File: src/rtl/cellblit_pkg.sv
package cellblit_pkg;
  localparam logic [1:0] OP_FILL = 2'd0;
  localparam logic [1:0] OP_STR  = 2'd1;
  localparam logic [1:0] OP_COPY = 2'd2;
  localparam logic [1:0] OP_NONE = 2'd3;

  typedef enum logic [2:0] {
    ST_IDLE, ST_SETUP, ST_FETCH, ST_PUT, ST_RD, ST_RWAIT, ST_CPUT
  } blit_state_e;
endpackage

File: src/rtl/cellblit_geom.sv
module cellblit_geom #(
  parameter int AW = 16,
  parameter int CW = 8,
  parameter int SW = 2,
  parameter int VW = 12
) (
  input  logic [AW-1:0] base,
  input  logic [SW-1:0] shift,
  input  logic [VW-1:0] vwidth,
  input  logic [CW-1:0] sx,
  input  logic [CW-1:0] sy,
  input  logic [CW-1:0] dx,
  input  logic [CW-1:0] dy,
  input  logic [CW-1:0] w,
  input  logic [CW-1:0] h,
  input  logic          is_copy,
  output logic [AW-1:0] src_start,
  output logic [AW-1:0] dst_start,
  output logic [AW-1:0] col_step,
  output logic [AW-1:0] row_step
);
  logic [AW-1:0] cstride, rstride;
  logic [CW:0]   xadj, yadj, xs, ys, xd, yd;
  logic          fwd;

  always_comb begin
    cstride = AW'(2) << shift;
    rstride = cstride * AW'(vwidth >> 3);
    fwd = !is_copy || (sy > dy) || ((sy == dy) && (sx > dx));
    xadj = fwd ? '0 : ({1'b0, w} - (CW+1)'(1));
    yadj = fwd ? '0 : ({1'b0, h} - (CW+1)'(1));
    xs = {1'b0, sx} + xadj;
    ys = {1'b0, sy} + yadj;
    xd = {1'b0, dx} + xadj;
    yd = {1'b0, dy} + yadj;
    src_start = base + AW'(xs) * cstride + AW'(ys) * rstride;
    dst_start = base + AW'(xd) * cstride + AW'(yd) * rstride;
    col_step  = fwd ? cstride : (~cstride + AW'(1));
    row_step  = fwd ? rstride : (~rstride + AW'(1));
  end
endmodule

File: src/rtl/cellblit_walker.sv
module cellblit_walker #(
  parameter int AW = 16,
  parameter int CW = 8
) (
  input  logic          clk,
  input  logic          rst_n,
  input  logic          load,
  input  logic          step,
  input  logic [AW-1:0] start_addr,
  input  logic [AW-1:0] col_step,
  input  logic [AW-1:0] row_step,
  input  logic [CW-1:0] width,
  input  logic [CW-1:0] height,
  output logic [AW-1:0] addr,
  output logic          last
);
  logic [CW-1:0] col_q, row_q;
  logic [AW-1:0] row_addr_q;
  logic          row_end;

  assign row_end = (col_q == width - CW'(1));
  assign last    = row_end && (row_q == height - CW'(1));

  always_ff @(posedge clk or negedge rst_n) begin
    if (!rst_n) begin
      col_q      <= '0;
      row_q      <= '0;
      addr       <= '0;
      row_addr_q <= '0;
    end else if (load) begin
      col_q      <= '0;
      row_q      <= '0;
      addr       <= start_addr;
      row_addr_q <= start_addr;
    end else if (step) begin
      if (row_end) begin
        col_q      <= '0;
        row_q      <= row_q + CW'(1);
        row_addr_q <= row_addr_q + row_step;
        addr       <= row_addr_q + row_step;
      end else begin
        col_q <= col_q + CW'(1);
        addr  <= addr + col_step;
      end
    end
  end
endmodule

File: src/rtl/cellblit_top.sv
module cellblit_top
  import cellblit_pkg::*;
#(
  parameter int AW = 16,
  parameter int CW = 8,
  parameter int SW = 2,
  parameter int VW = 12,
  parameter int LW = 10
) (
  input  logic          clk,
  input  logic          rst_n,
  input  logic          cmd_start,
  input  logic [1:0]    cmd_op,
  input  logic [SW-1:0] cmd_shift,
  input  logic [VW-1:0] cmd_vwidth,
  input  logic [AW-1:0] cmd_base,
  input  logic [CW-1:0] cmd_sx,
  input  logic [CW-1:0] cmd_sy,
  input  logic [CW-1:0] cmd_dx,
  input  logic [CW-1:0] cmd_dy,
  input  logic [CW-1:0] cmd_width,
  input  logic [CW-1:0] cmd_height,
  input  logic [7:0]    cmd_glyph,
  input  logic [7:0]    cmd_fg,
  input  logic [7:0]    cmd_bg,
  input  logic [LW-1:0] cmd_len,
  input  logic          str_valid,
  output logic          str_ready,
  input  logic [7:0]    str_data,
  output logic          busy,
  output logic          done,
  output logic          mem_valid,
  input  logic          mem_ready,
  output logic          mem_we,
  output logic [AW-1:0] mem_addr,
  output logic [15:0]   mem_wdata,
  input  logic [15:0]   mem_rdata
);
  localparam int NWALK = 2; // 0: destination, 1: source

  blit_state_e   st_q;
  logic [1:0]    op_q;
  logic [SW-1:0] shift_q;
  logic [VW-1:0] vw_q;
  logic [AW-1:0] base_q;
  logic [CW-1:0] sx_q, sy_q, dx_q, dy_q, w_q, h_q;
  logic [7:0]    glyph_q, attr_q;
  logic [LW-1:0] len_q, cnt_q;
  logic [15:0]   cell_q;
  logic          done_q;

  logic [AW-1:0] src_start, dst_start, col_step, row_step;
  logic [AW-1:0] w_addr  [NWALK];
  logic [AW-1:0] w_start [NWALK];
  logic          w_last  [NWALK];
  logic          w_step  [NWALK];
  logic          w_load;
  logic          zero_job, put_finish, accepted;

  cellblit_geom #(.AW(AW), .CW(CW), .SW(SW), .VW(VW)) u_geom (
    .base(base_q), .shift(shift_q), .vwidth(vw_q),
    .sx(sx_q), .sy(sy_q), .dx(dx_q), .dy(dy_q), .w(w_q), .h(h_q),
    .is_copy(op_q == OP_COPY),
    .src_start(src_start), .dst_start(dst_start),
    .col_step(col_step), .row_step(row_step)
  );

  assign w_start[0] = dst_start;
  assign w_start[1] = src_start;
  assign w_load     = (st_q == ST_SETUP);
  assign accepted   = mem_valid && mem_ready;
  assign w_step[0]  = accepted && mem_we;
  assign w_step[1]  = accepted && (st_q == ST_CPUT);

  for (genvar gi = 0; gi < NWALK; gi++) begin : g_walk
    cellblit_walker #(.AW(AW), .CW(CW)) u_walk (
      .clk(clk), .rst_n(rst_n), .load(w_load), .step(w_step[gi]),
      .start_addr(w_start[gi]), .col_step(col_step), .row_step(row_step),
      .width(w_q), .height(h_q), .addr(w_addr[gi]), .last(w_last[gi])
    );
  end

  assign zero_job = (w_q == '0) || (h_q == '0) || (op_q == OP_NONE) ||
                    ((op_q == OP_STR) && (len_q == '0));
  assign put_finish = w_last[0] ||
                      ((op_q == OP_STR) && (cnt_q == len_q - LW'(1)));

  assign busy      = (st_q != ST_IDLE);
  assign done      = done_q;
  assign str_ready = (st_q == ST_FETCH);
  assign mem_valid = (st_q == ST_PUT) || (st_q == ST_RD) || (st_q == ST_CPUT);
  assign mem_we    = (st_q == ST_PUT) || (st_q == ST_CPUT);
  assign mem_addr  = (st_q == ST_RD) ? w_addr[1] : w_addr[0];
  assign mem_wdata = (st_q == ST_CPUT) ? cell_q : {attr_q, glyph_q};

  always_ff @(posedge clk or negedge rst_n) begin
    if (!rst_n) begin
      st_q    <= ST_IDLE;
      op_q    <= OP_NONE;
      shift_q <= '0;
      vw_q    <= '0;
      base_q  <= '0;
      sx_q    <= '0;
      sy_q    <= '0;
      dx_q    <= '0;
      dy_q    <= '0;
      w_q     <= '0;
      h_q     <= '0;
      glyph_q <= '0;
      attr_q  <= '0;
      len_q   <= '0;
      cnt_q   <= '0;
      cell_q  <= '0;
      done_q  <= 1'b0;
    end else begin
      done_q <= 1'b0;
      unique case (st_q)
        ST_IDLE: if (cmd_start) begin
          op_q    <= cmd_op;
          shift_q <= cmd_shift;
          vw_q    <= cmd_vwidth;
          base_q  <= cmd_base;
          sx_q    <= cmd_sx;
          sy_q    <= cmd_sy;
          dx_q    <= cmd_dx;
          dy_q    <= cmd_dy;
          w_q     <= cmd_width;
          h_q     <= cmd_height;
          glyph_q <= cmd_glyph;
          attr_q  <= {cmd_bg[3:0], cmd_fg[3:0]};
          len_q   <= cmd_len;
          st_q    <= ST_SETUP;
        end
        ST_SETUP: begin
          cnt_q <= '0;
          if (zero_job) begin
            st_q   <= ST_IDLE;
            done_q <= 1'b1;
          end else if (op_q == OP_STR) st_q <= ST_FETCH;
          else if (op_q == OP_COPY)    st_q <= ST_RD;
          else                         st_q <= ST_PUT;
        end
        ST_FETCH: if (str_valid) begin
          glyph_q <= str_data;
          st_q    <= ST_PUT;
        end
        ST_PUT: if (mem_ready) begin
          cnt_q <= cnt_q + LW'(1);
          if (put_finish) begin
            st_q   <= ST_IDLE;
            done_q <= 1'b1;
          end else if (op_q == OP_STR) st_q <= ST_FETCH;
        end
        ST_RD: if (mem_ready) st_q <= ST_RWAIT;
        ST_RWAIT: begin
          cell_q <= mem_rdata;
          st_q   <= ST_CPUT;
        end
        ST_CPUT: if (mem_ready) begin
          if (w_last[0]) begin
            st_q   <= ST_IDLE;
            done_q <= 1'b1;
          end else st_q <= ST_RD;
        end
        default: st_q <= ST_IDLE;
      endcase
    end
  end
endmodule

File: config.mk
export PLATFORM = sky130hd
export DESIGN_NAME = cellblit_top
export DESIGN_NICKNAME = d
export VERILOG_FILES = /design/src/rtl/cellblit_pkg.sv /design/src/rtl/cellblit_geom.sv /design/src/rtl/cellblit_walker.sv /design/src/rtl/cellblit_top.sv
export SDC_FILE = /design/constraint.sdc
export NUM_CORES = 1
export LEC_CHECK = 0
export CAP_MARGIN = 20
export CORE_MARGIN = 2
export CORE_UTILIZATION = 55
export DETAILED_ROUTE_END_ITERATION = 8
export PLACE_DENSITY_LB_ADDON = 0.2
export SLEW_MARGIN = 10
export SYNTH_ARGS = -nofsm -noshare
export SYNTH_HDL_FRONTEND = slang
export SYNTH_HIERARCHICAL = 1
export SYNTH_SLANG_ARGS = --single-unit
File: constraint.sdc
create_clock -name clk -period 14.4 [get_ports clk]
set_clock_uncertainty 0.1 [all_clocks]
set_input_delay 2.88 -clock clk [delete_from_list [all_inputs] [get_ports clk]]
set_output_delay 2.88 -clock clk [all_outputs]
set_load 0.05 [all_outputs]
=== Word level (Yosys, flattened, before mapping) ===
Index checks and enable logic that the tools add are counted.
Widths: inputs -> output; s select.

* Register bits after elaboration: 224
* Input bits: 143
* Logic and storage cells: 161
* Output and inout port bits: 37

* Bitwise gates (word level): 2
* $lt $le $gt $ge: 2
* Eq/ne operators: 20
* $mul: 5
* Shifts and indexed selects: 1
* Reduce and logical (&&, ||, !) cells: 34
* Add/subtract/negate cells: 23
* Muxes and demuxes: 50

{| class="wikitable"
|+ Operators with widths
! cell !! number
|-
| $mux 16 || 16
|-
| $add 16x16->16 || 8
|-
| $mux 8 || 11
|-
| $mul 9x16->16 || 4
|-
| $add 8x9->9 || 4
|-
| $mux 3 || 11
|-
| $add 16x1->16 const B || 2
|-
| $eq 8x8->1 || 4
|-
| $not 16->16 || 2
|-
| $add 8x1->8 const B || 3
|-
| $pmux 3 s7 || 1
|-
| $pmux 10 s2 || 1
|-
| $mux 9 || 2
|-
| $sub 8x1->9 const B || 2
|-
| $gt 8x8->1 || 2
|-
| $logic_not 8->1 || 2
|-
| $mul 16x9->16 || 1
|-
| $pmux 8 s2 || 1
|-
| $shl 2x2->16 const A || 1
|-
| $sub 8x1->8 const B || 2
|-
| $reduce_bool 2->1 || 6
|-
| $add 10x1->10 const B || 1
|-
| $eq 10x10->1 || 1
|-
| $logic_not 10->1 || 1
|-
| 19 further kinds || 48
|}

=== Longest topological paths before layout ===
Gate-level depths: netlist (run 1).

* Word-level depth: 10
* Mapped depth: 45
* Gate-level depth less buffers: 42

=== Modules after synthesis ===
The synthesis (run 1) kept the hierarchy.

{| class="wikitable"
|+ Modules (own cells, without submodules)
! module !! times used !! area each (um^2) !! cells an instance !! sequential area each (um^2)
|-
| cellblit_geom || 1 || 13615.6 || 1676 || 0.0
|-
| cellblit_walker || 2 || 4244.1 || 493 || 1201.2
|-
| cellblit_top || 1 || 6243.5 || 483 || 3405.8
|}

=== Worst setup path after synthesis (run 1) ===
Ideal clock, no wire load.

* Path kind: flip-flop to flip-flop
* Start point: reg shift_q[1]
* End point: reg g_walk[0].u_walk.addr[15]
* Cell stages (with the launch flop): 40
* Path buffers: 2
* Period minus slack after synthesis: 10.158 ns
* Data required time: 14.173 ns
* Library setup time: 0.127 ns
* Setup slack: 4.242 ns
* Arrival time: 9.931 ns
* Cell sequence: dfrtp_1 > nor2_1 > clkbuf_1 > and2_1 > fa_1 > inv_1 > fa_1 > fa_1 > inv_1 > ha_1 > ha_1 > nand2_1 > o21ai_1 > or2_2 > xor2_1 > clkbuf_1 > nand2_1 > fa_1 > [4 not listed] > inv_1 > fa_1 > fa_1 > inv_1 > fa_1 > inv_1 > ha_1 > and3_1 > a211oi_1 > o21bai_1 > a21oi_1 > xnor3_1 > xor2_1 > xnor3_1 > nor2_1 > nor2_1 > a31oi_1 > nand3b_1

* Elaborated cells on any way between the ends: 17
* Classes of those cells: add/sub: 6; mul: 3; shift: 1; mux: 5; bitwise: 2

{| class="wikitable"
|+ RTL lines
! what !! line !! source
|-
| start: declaration || cellblit_top.sv:43 || <nowiki>logic [SW-1:0] shift_q;</nowiki>
|-
| start signal: assignment || cellblit_top.sv:120 || <nowiki>shift_q <= cmd_shift;</nowiki>
|-
| $shl 2x2->16 * || cellblit_geom.sv:27 || <nowiki>cstride = AW'(2) << shift;</nowiki>
|-
| $not 16->16 || cellblit_geom.sv:38 || <nowiki>col_step = fwd ? cstride : (~cstride + AW'(1));</nowiki>
|-
| $add 16x1->16 || cellblit_geom.sv:38 ||
|-
| $mux 16 * || cellblit_geom.sv:38 ||
|-
| via col_step[1] || cellblit_top.sv:52 || <nowiki>logic [AW-1:0] src_start, dst_start, col_step, row_step;</nowiki>
|-
| $add 16x16->16 * || cellblit_walker.sv:43 || <nowiki>addr <= addr + col_step;</nowiki>
|-
| $mux 16 * || cellblit_walker.sv:36 || <nowiki>if (row_end) begin</nowiki>
|-
| $mux 16 * || cellblit_walker.sv:35 || <nowiki>end else if (step) begin</nowiki>
|-
| $mux 16 * || cellblit_walker.sv:30 || <nowiki>end else if (load) begin</nowiki>
|-
| end signal: assignment || cellblit_walker.sv:33 || <nowiki>addr <= start_addr;</nowiki>
|-
| end signal: assignment || cellblit_walker.sv:40 || <nowiki>addr <= row_addr_q + row_step;</nowiki>
|-
| end signal: assignment || cellblit_walker.sv:43 ||
|-
| end: declaration || cellblit_walker.sv:14 || <nowiki>output logic [AW-1:0] addr,</nowiki>
|}

Mark *: on every way through the listed nets, which the timed path passes. The rest lies on a longest branch. The select of a mux whose other input is x is not followed.
A chain may end at the register's enable or synchronous reset.

=== Worst setup path after layout (run 1) ===
* Start point: reg shift_q[0]
* End point: reg g_walk[1].u_walk.addr[15]

* Elaborated cells on any way between the ends: 17
* Classes of those cells: add/sub: 6; mul: 3; shift: 1; mux: 5; bitwise: 2

{| class="wikitable"
|+ RTL lines
! what !! line !! source
|-
| $shl 2x2->16 * || cellblit_geom.sv:27 ||
|-
| $mul 16x9->16 / $mul 9x16->16 (equally long branches) || cellblit_geom.sv:28, cellblit_geom.sv:36 ||
|-
| $mul 9x16->16 / $add 16x16->16 (equally long branches) || cellblit_geom.sv:36 || <nowiki>src_start = base + AW'(xs) * cstride + AW'(ys) * rstride;</nowiki>
|-
| $add 16x16->16 * || cellblit_geom.sv:36 ||
|-
| via src_start[15] || cellblit_top.sv:52 ||
|-
| $mux 16 * || cellblit_walker.sv:30 ||
|-
| end signal: assignment || cellblit_walker.sv:33 ||
|-
| end signal: assignment || cellblit_walker.sv:40 ||
|-
| end signal: assignment || cellblit_walker.sv:43 ||
|-
| end: declaration || cellblit_walker.sv:14 ||
|}

Marked as above.

==> results of run 1 <==
[tightest hold or removal path, cell delays in order (launching register included)]
cell     delay (ps)
dfrtp_1         340
nand2_1          50
o21ai_0          60
[flip-flops by register name, indices dropped and copies added (netlist names), 9 cells and up]
name and cells:
g_walk.u_walk/row_addr_q 32, len_q 10, g_walk.u_walk/col_q 16, base_q 16, vw_q 9, cell_q 16
g_walk.u_walk/addr 32, cnt_q 10
[routing by layer]
metal | share of wire [%] | global-route usage (%) | vias to the layer above
met5 | 0.016 | 0 | -
met4 | 3.9 | 10.91 | 2
met3 | 9.0 | 6.325 | 164
met2 | 45 | 47.74 | 842
met1 | 43 | 40.14 | 11120
li1 | - | - | 10480
[worst paths after layout]
check	cells past startpoint	endpoint	startpoint
max	41	g_walk[1].u_walk/addr[15]	shift_q[0]
min	2	glyph_q[2]	glyph_q[2]
max reg2reg	41	g_walk[1].u_walk/addr[15]	shift_q[0]
min reg2reg	2	glyph_q[2]	glyph_q[2]
max in group asynchronous	2	len_q[2]	rst_n
min in group asynchronous	1	base_q[10]	rst_n
[final cells by class]
type / count / area, sq um
Multi-Input combinational cell: 2286 / 19930
Clock inverter: 13 / 200.2
Clock buffer: 36 / 759.5
Antenna cell: 1 / 2.502
Tap cell: 672 / 840.8
Fill cell: 4352 / 19070
Inverter: 440 / 1652
Timing Repair Buffer: 191 / 1872
Sequential cell: 221 / 5533
[stage by stage]
| step | util (%) | area (sq um) |
|---|---|---|
| after detailed placement | 59.82 | 29830 |
| after CTS | 61.75 | 30790 |
| final | 61.75 | 30790 |
| after global placement | 59.82 | 29830 |
| after floorplan | - | 27600 |
| after global routing | 61.75 | 30790 |
==> results.py, run 1 <==
metrics = {
    "run_status": {
        "status": "finished, final reports clean",
    },
    "detailed_routing": {
        "num_vias": 22600,
        "routed_wl_um": 77400,
        "drc": 0,
        "drtIter0Drc": 1771,
        "wire_per_inst_um": 20.05,
        "antenna_left": 0,
        "via_per_inst": 5.855,
        "drt_pre_antenna_iters": 6,
    },
    "grt": {
        "grt_max_degree": 139,
        "antenna_found_initial": 1,
        "grt.overflow.total": 0,
        "grt_usage_pct": 29.87,
        "first_global_vias": 23260,
        "grt_pass1_wl_um": 124100,
    },
    "layout": {
        "final_common_cell": "inv_1",
        "final_cell_mix": "inv_1, ha_1, nand2_1",
        "final_nets": 3828,
        "syn_to_final_growth_pct": 11.56,
        "final_cells": 3860,
        "drive_gt1_share_pct": 8.409,
    },
    "setup_path": {
        "endpoint_kind": "flip-flop",
        "worstPathRequired_ps": 14810,
        "slowest_delay_ps": 920,
        "worstPathArrival_ps": 12040,
        "start_kind": "flip-flop",
        "reg2reg_slack_ps": 2770,
        "crit_slowest_cell": "dfrtp_1",
        "crit_buf_inv": 7,
        "cp_top_family": "adder cells",
        "worstSetupPathType": "flip-flop to flip-flop",
        "worst-path-max-fanout": 18,
        "cpMostUsedCell": "fa_1",
    },
    "timing": {
        "rsz0062_at_grt": "no",
        "final_max_slew_viol_count": 0,
        "setup_slack_ps": 2772,
        "fmax_mhz": 86.00,
        "finalHoldViolCount": 0,
        "fin_crit_sh_pct": 80.75,
        "worstMarginPinSlew_ps": 1131,
        "setup_viol_count_final": 0,
        "fin_tns_setup_ps": 0,
        "fin_crit_ps": 11630,
        "hold_ws_ps": 389.6,
        "slew_headroom_pct": 24.35,
    },
    "clock_network": {
        "cts_root_buffer": "clkbuf_16",
        "cts_num_sinks": 221,
        "hold_buffers": 0,
        "h-tree-depth": 1,
        "tritoncts": "done",
        "clk_latency_ps": 590,
        "cts_buffers": 27,
        "ctsResizeCount": 0,
        "clkTransAtPathRegs_ps": 60,
        "post_cts_buffers": 0,
        "cts_buffer_depth": 3,
    },
    "placed_design": {
        "placedCellCount": 3810,
        "gp_congestion": 0.9377,
        "dp_hpwl_um": 61370,
        "port_buffers": 168,
        "pre_cts_ws_ps": 2959,
    },
    "floorplanning": {
        "core_region_area_sq_mm": 0.04986,
        "rows": 82,
        "io_pins": 180,
        "dieArea_sq_mm": 0.05199,
        "fp.dieW_um": 228.0,
        "die_h_um": 228.0,
        "initial_core_util_pct": 55.35,
    },
    "job": {
        "maxCapViolCount": 0,
    },
    "yosys": {
        "synth-warning-count": 6,
        "syn_avg_cell_area_sq_um": 9.026,
        "syn_inst": 3058,
        "syn_area_sq_mm": 0.02760,
    },
    "min_path": {
        "worstHoldPathType": "flip-flop to flip-flop",
    },
}
Power of run 1 is left out: the tool's default activity adds up to more than one toggle a clock period on the data nets, which glitch-free logic cannot reach.
==> run 2: changes to the inputs <==
==> constraint.sdc (replaced) <==
create_clock -name clk -period 10.3 [get_ports clk]
set_clock_uncertainty 0.1 [all_clocks]
set_input_delay 2.06 -clock clk [delete_from_list [all_inputs] [get_ports clk]]
set_output_delay 2.06 -clock clk [all_outputs]
set_load 0.05 [all_outputs]
==> run 2 against run 1 <==
Net effect: sequential cell count unchanged; worst hold slack worse by 5.2 ps; sequential share of layout area decreased by 0.64 points.
==> results.py, run 2 (synthesized netlist as in run 1, its figures left out) <==
metrics = {
    "run_status": {
        "status": "finished, final reports clean",
    },
    "setup_path": {
        "reg2reg_depth": 39,
        "endpoint": "g_walk[1].u_walk/addr[15]",
        "worstSetupPathType": "flip-flop to flip-flop",
        "crit_buf_inv": 6,
        "worst-path-stages": 39,
        "cpMostUsedCell": "fa_1",
        "start_kind": "flip-flop",
        "worst-path-max-fanout": 5,
        "endpoint_kind": "flip-flop",
        "worstPathRequired_ps": 10660,
        "worstPathArrival_ps": 10270,
        "cp_top_family": "adder cells",
        "reg2reg_slack_ps": 390,
        "r2r-start": "shift_q[0]",
        "cp-startpoint": "shift_q[0]",
        "slowest_delay_ps": 540,
        "crit_slowest_cell": "fa_1",
        "r2r_end": "g_walk[1].u_walk/addr[15]",
    },
    "clock_network": {
        "h-tree-depth": 1,
        "cts_num_sinks": 221,
        "clk_latency_ps": 590,
        "clkTransAtPathRegs_ps": 60,
        "cts_buffers": 29,
        "tritoncts": "done",
        "hold_buffers": 0,
        "cts_buffer_depth": 3,
        "cts_root_buffer": "clkbuf_16",
    },
    "timing": {
        "fin_crit_ps": 9915,
        "setup_slack_ps": 385.2,
        "fmax_mhz": 100.9,
        "finalHoldViolCount": 0,
        "final_max_slew_viol_count": 0,
        "setup_viol_count_final": 0,
        "worstMarginPinSlew_ps": 973.8,
        "slew_headroom_pct": 35.08,
        "fin_crit_sh_pct": 96.26,
    },
    "layout": {
        "syn_to_final_growth_pct": 15.75,
        "seq_area_sq_mm": 0.005537,
        "final_nets": 3949,
        "multi_input_area_sq_mm": 0.02014,
        "drive_gt1_share_pct": 13.11,
        "final_common_cell": "inv_1",
        "final_cell_mix": "inv_1, nand2_1, ha_1",
        "largestRegisters": "g_walk.u_walk/addr x32, g_walk.u_walk/row_addr_q x32",
        "fillers": 4191,
    },
    "grt": {
        "grt.overflow.total": 0,
        "grt_usage_pct": 31.07,
        "grt_max_degree": 99,
        "antenna_found_initial": 3,
        "first_global_vias": 24020,
        "grt_pass1_wl_um": 128600,
    },
    "floorplanning": {
        "dieArea_sq_mm": 0.05199,
        "core_region_area_sq_mm": 0.04986,
        "io_pins": 180,
        "rows": 82,
        "die_h_um": 228.0,
        "fp.dieW_um": 228.0,
        "initial_core_util_pct": 55.35,
    },
    "placed_design": {
        "gp_congestion": 0.9469,
        "port_buffers": 168,
        "pre_cts_ws_ps": -176.2,
        "dp_hpwl_um": 64910,
    },
    "detailed_routing": {
        "drc": 0,
        "wire_per_inst_um": 20.17,
        "drtIter0Drc": 1590,
        "antenna_left": 0,
        "via_per_inst": 5.798,
        "drt_pre_antenna_iters": 5,
        "routed_wl_um": 80350,
        "num_vias": 23100,
    },
    "min_path": {
        "worstHoldPathType": "flip-flop to flip-flop",
        "min_from": "glyph_q[3]",
    },
    "job": {
        "maxCapViolCount": 0,
    },
}
==> run 2: cell count changes in the layout (fill, tap and decap cells not counted), sizes merged <==
cell	previous run	this run
diode	1	2
clkinv	5	14
clkbuf	36	32
clkinvlp	2	3
buf	24	143
inv	442	440
==> run 2: layer usage <==
layer,wire [um],global-route usage (%)
met5,15,0
met4,3057,10.54
met3,6414,6.438
met2,36840,50.93
met1,34020,41.07
==> run 2: worst min-delay path by stage <==
stage	cells past startpoint	slack, ps	endpoint
final	2	380	glyph_q[3]
after global routing	1	410	cell_q[4]
after CTS	2	380	glyph_q[3]
after detailed placement	2	370	glyph_q[3]
after global placement	2	360	glyph_q[3]
after floorplan	2	340	glyph_q[0]
==> run 2: final cells by class <==
class	instances	share of cell area, %
multi-input cells	2286	63.05
flip-flops and latches	221	17.33
repair buffers	310	8.628
inverters	440	5.170
well taps	672	2.632
clock buffers	32	2.401
clock inverters	21	0.7794
diodes	2	0.01567
==> run 2: repair_timing <==
action                                  in CTS  in global routing
cloned                                       0                  0
resized for setup                           12                 34
endpoints found under the setup margin       2                  4
setup buffers                                4                  8
pin swaps                                    3                 36
==> run 2: stage by stage <==
| step | instance area (sq um) | setup TNS (ps) | std cells | util [%] | hold slack, ps |
|---|---|---|---|---|---|
| floorplan | 27600 | 0 | 3059 | - | 344.4 |
| global placement | 30610 | -131.3 | 3917 | 61.39 | 357.8 |
| detailed placement | 30610 | -330.9 | 3917 | 61.39 | 368.6 |
| CTS | 31700 | -12.23 | 3974 | 63.58 | 382.4 |
| global route | 31940 | -64.36 | 3982 | 64.06 | 408.6 |
| finish | 31950 | 0 | 3984 | 64.07 | 384.4 |
==> run 2: worst reg2reg max path: cells and delay by family, from the launching register on <==
kind	cells	cell delay, ps
fa+ha+maj	11	4700
xor+xnor	10	2070
simple gates	7	1150
compound gates	5	820
buf+inv	6	520
flops	1	440
Power of run 2 is left out for the same reason.
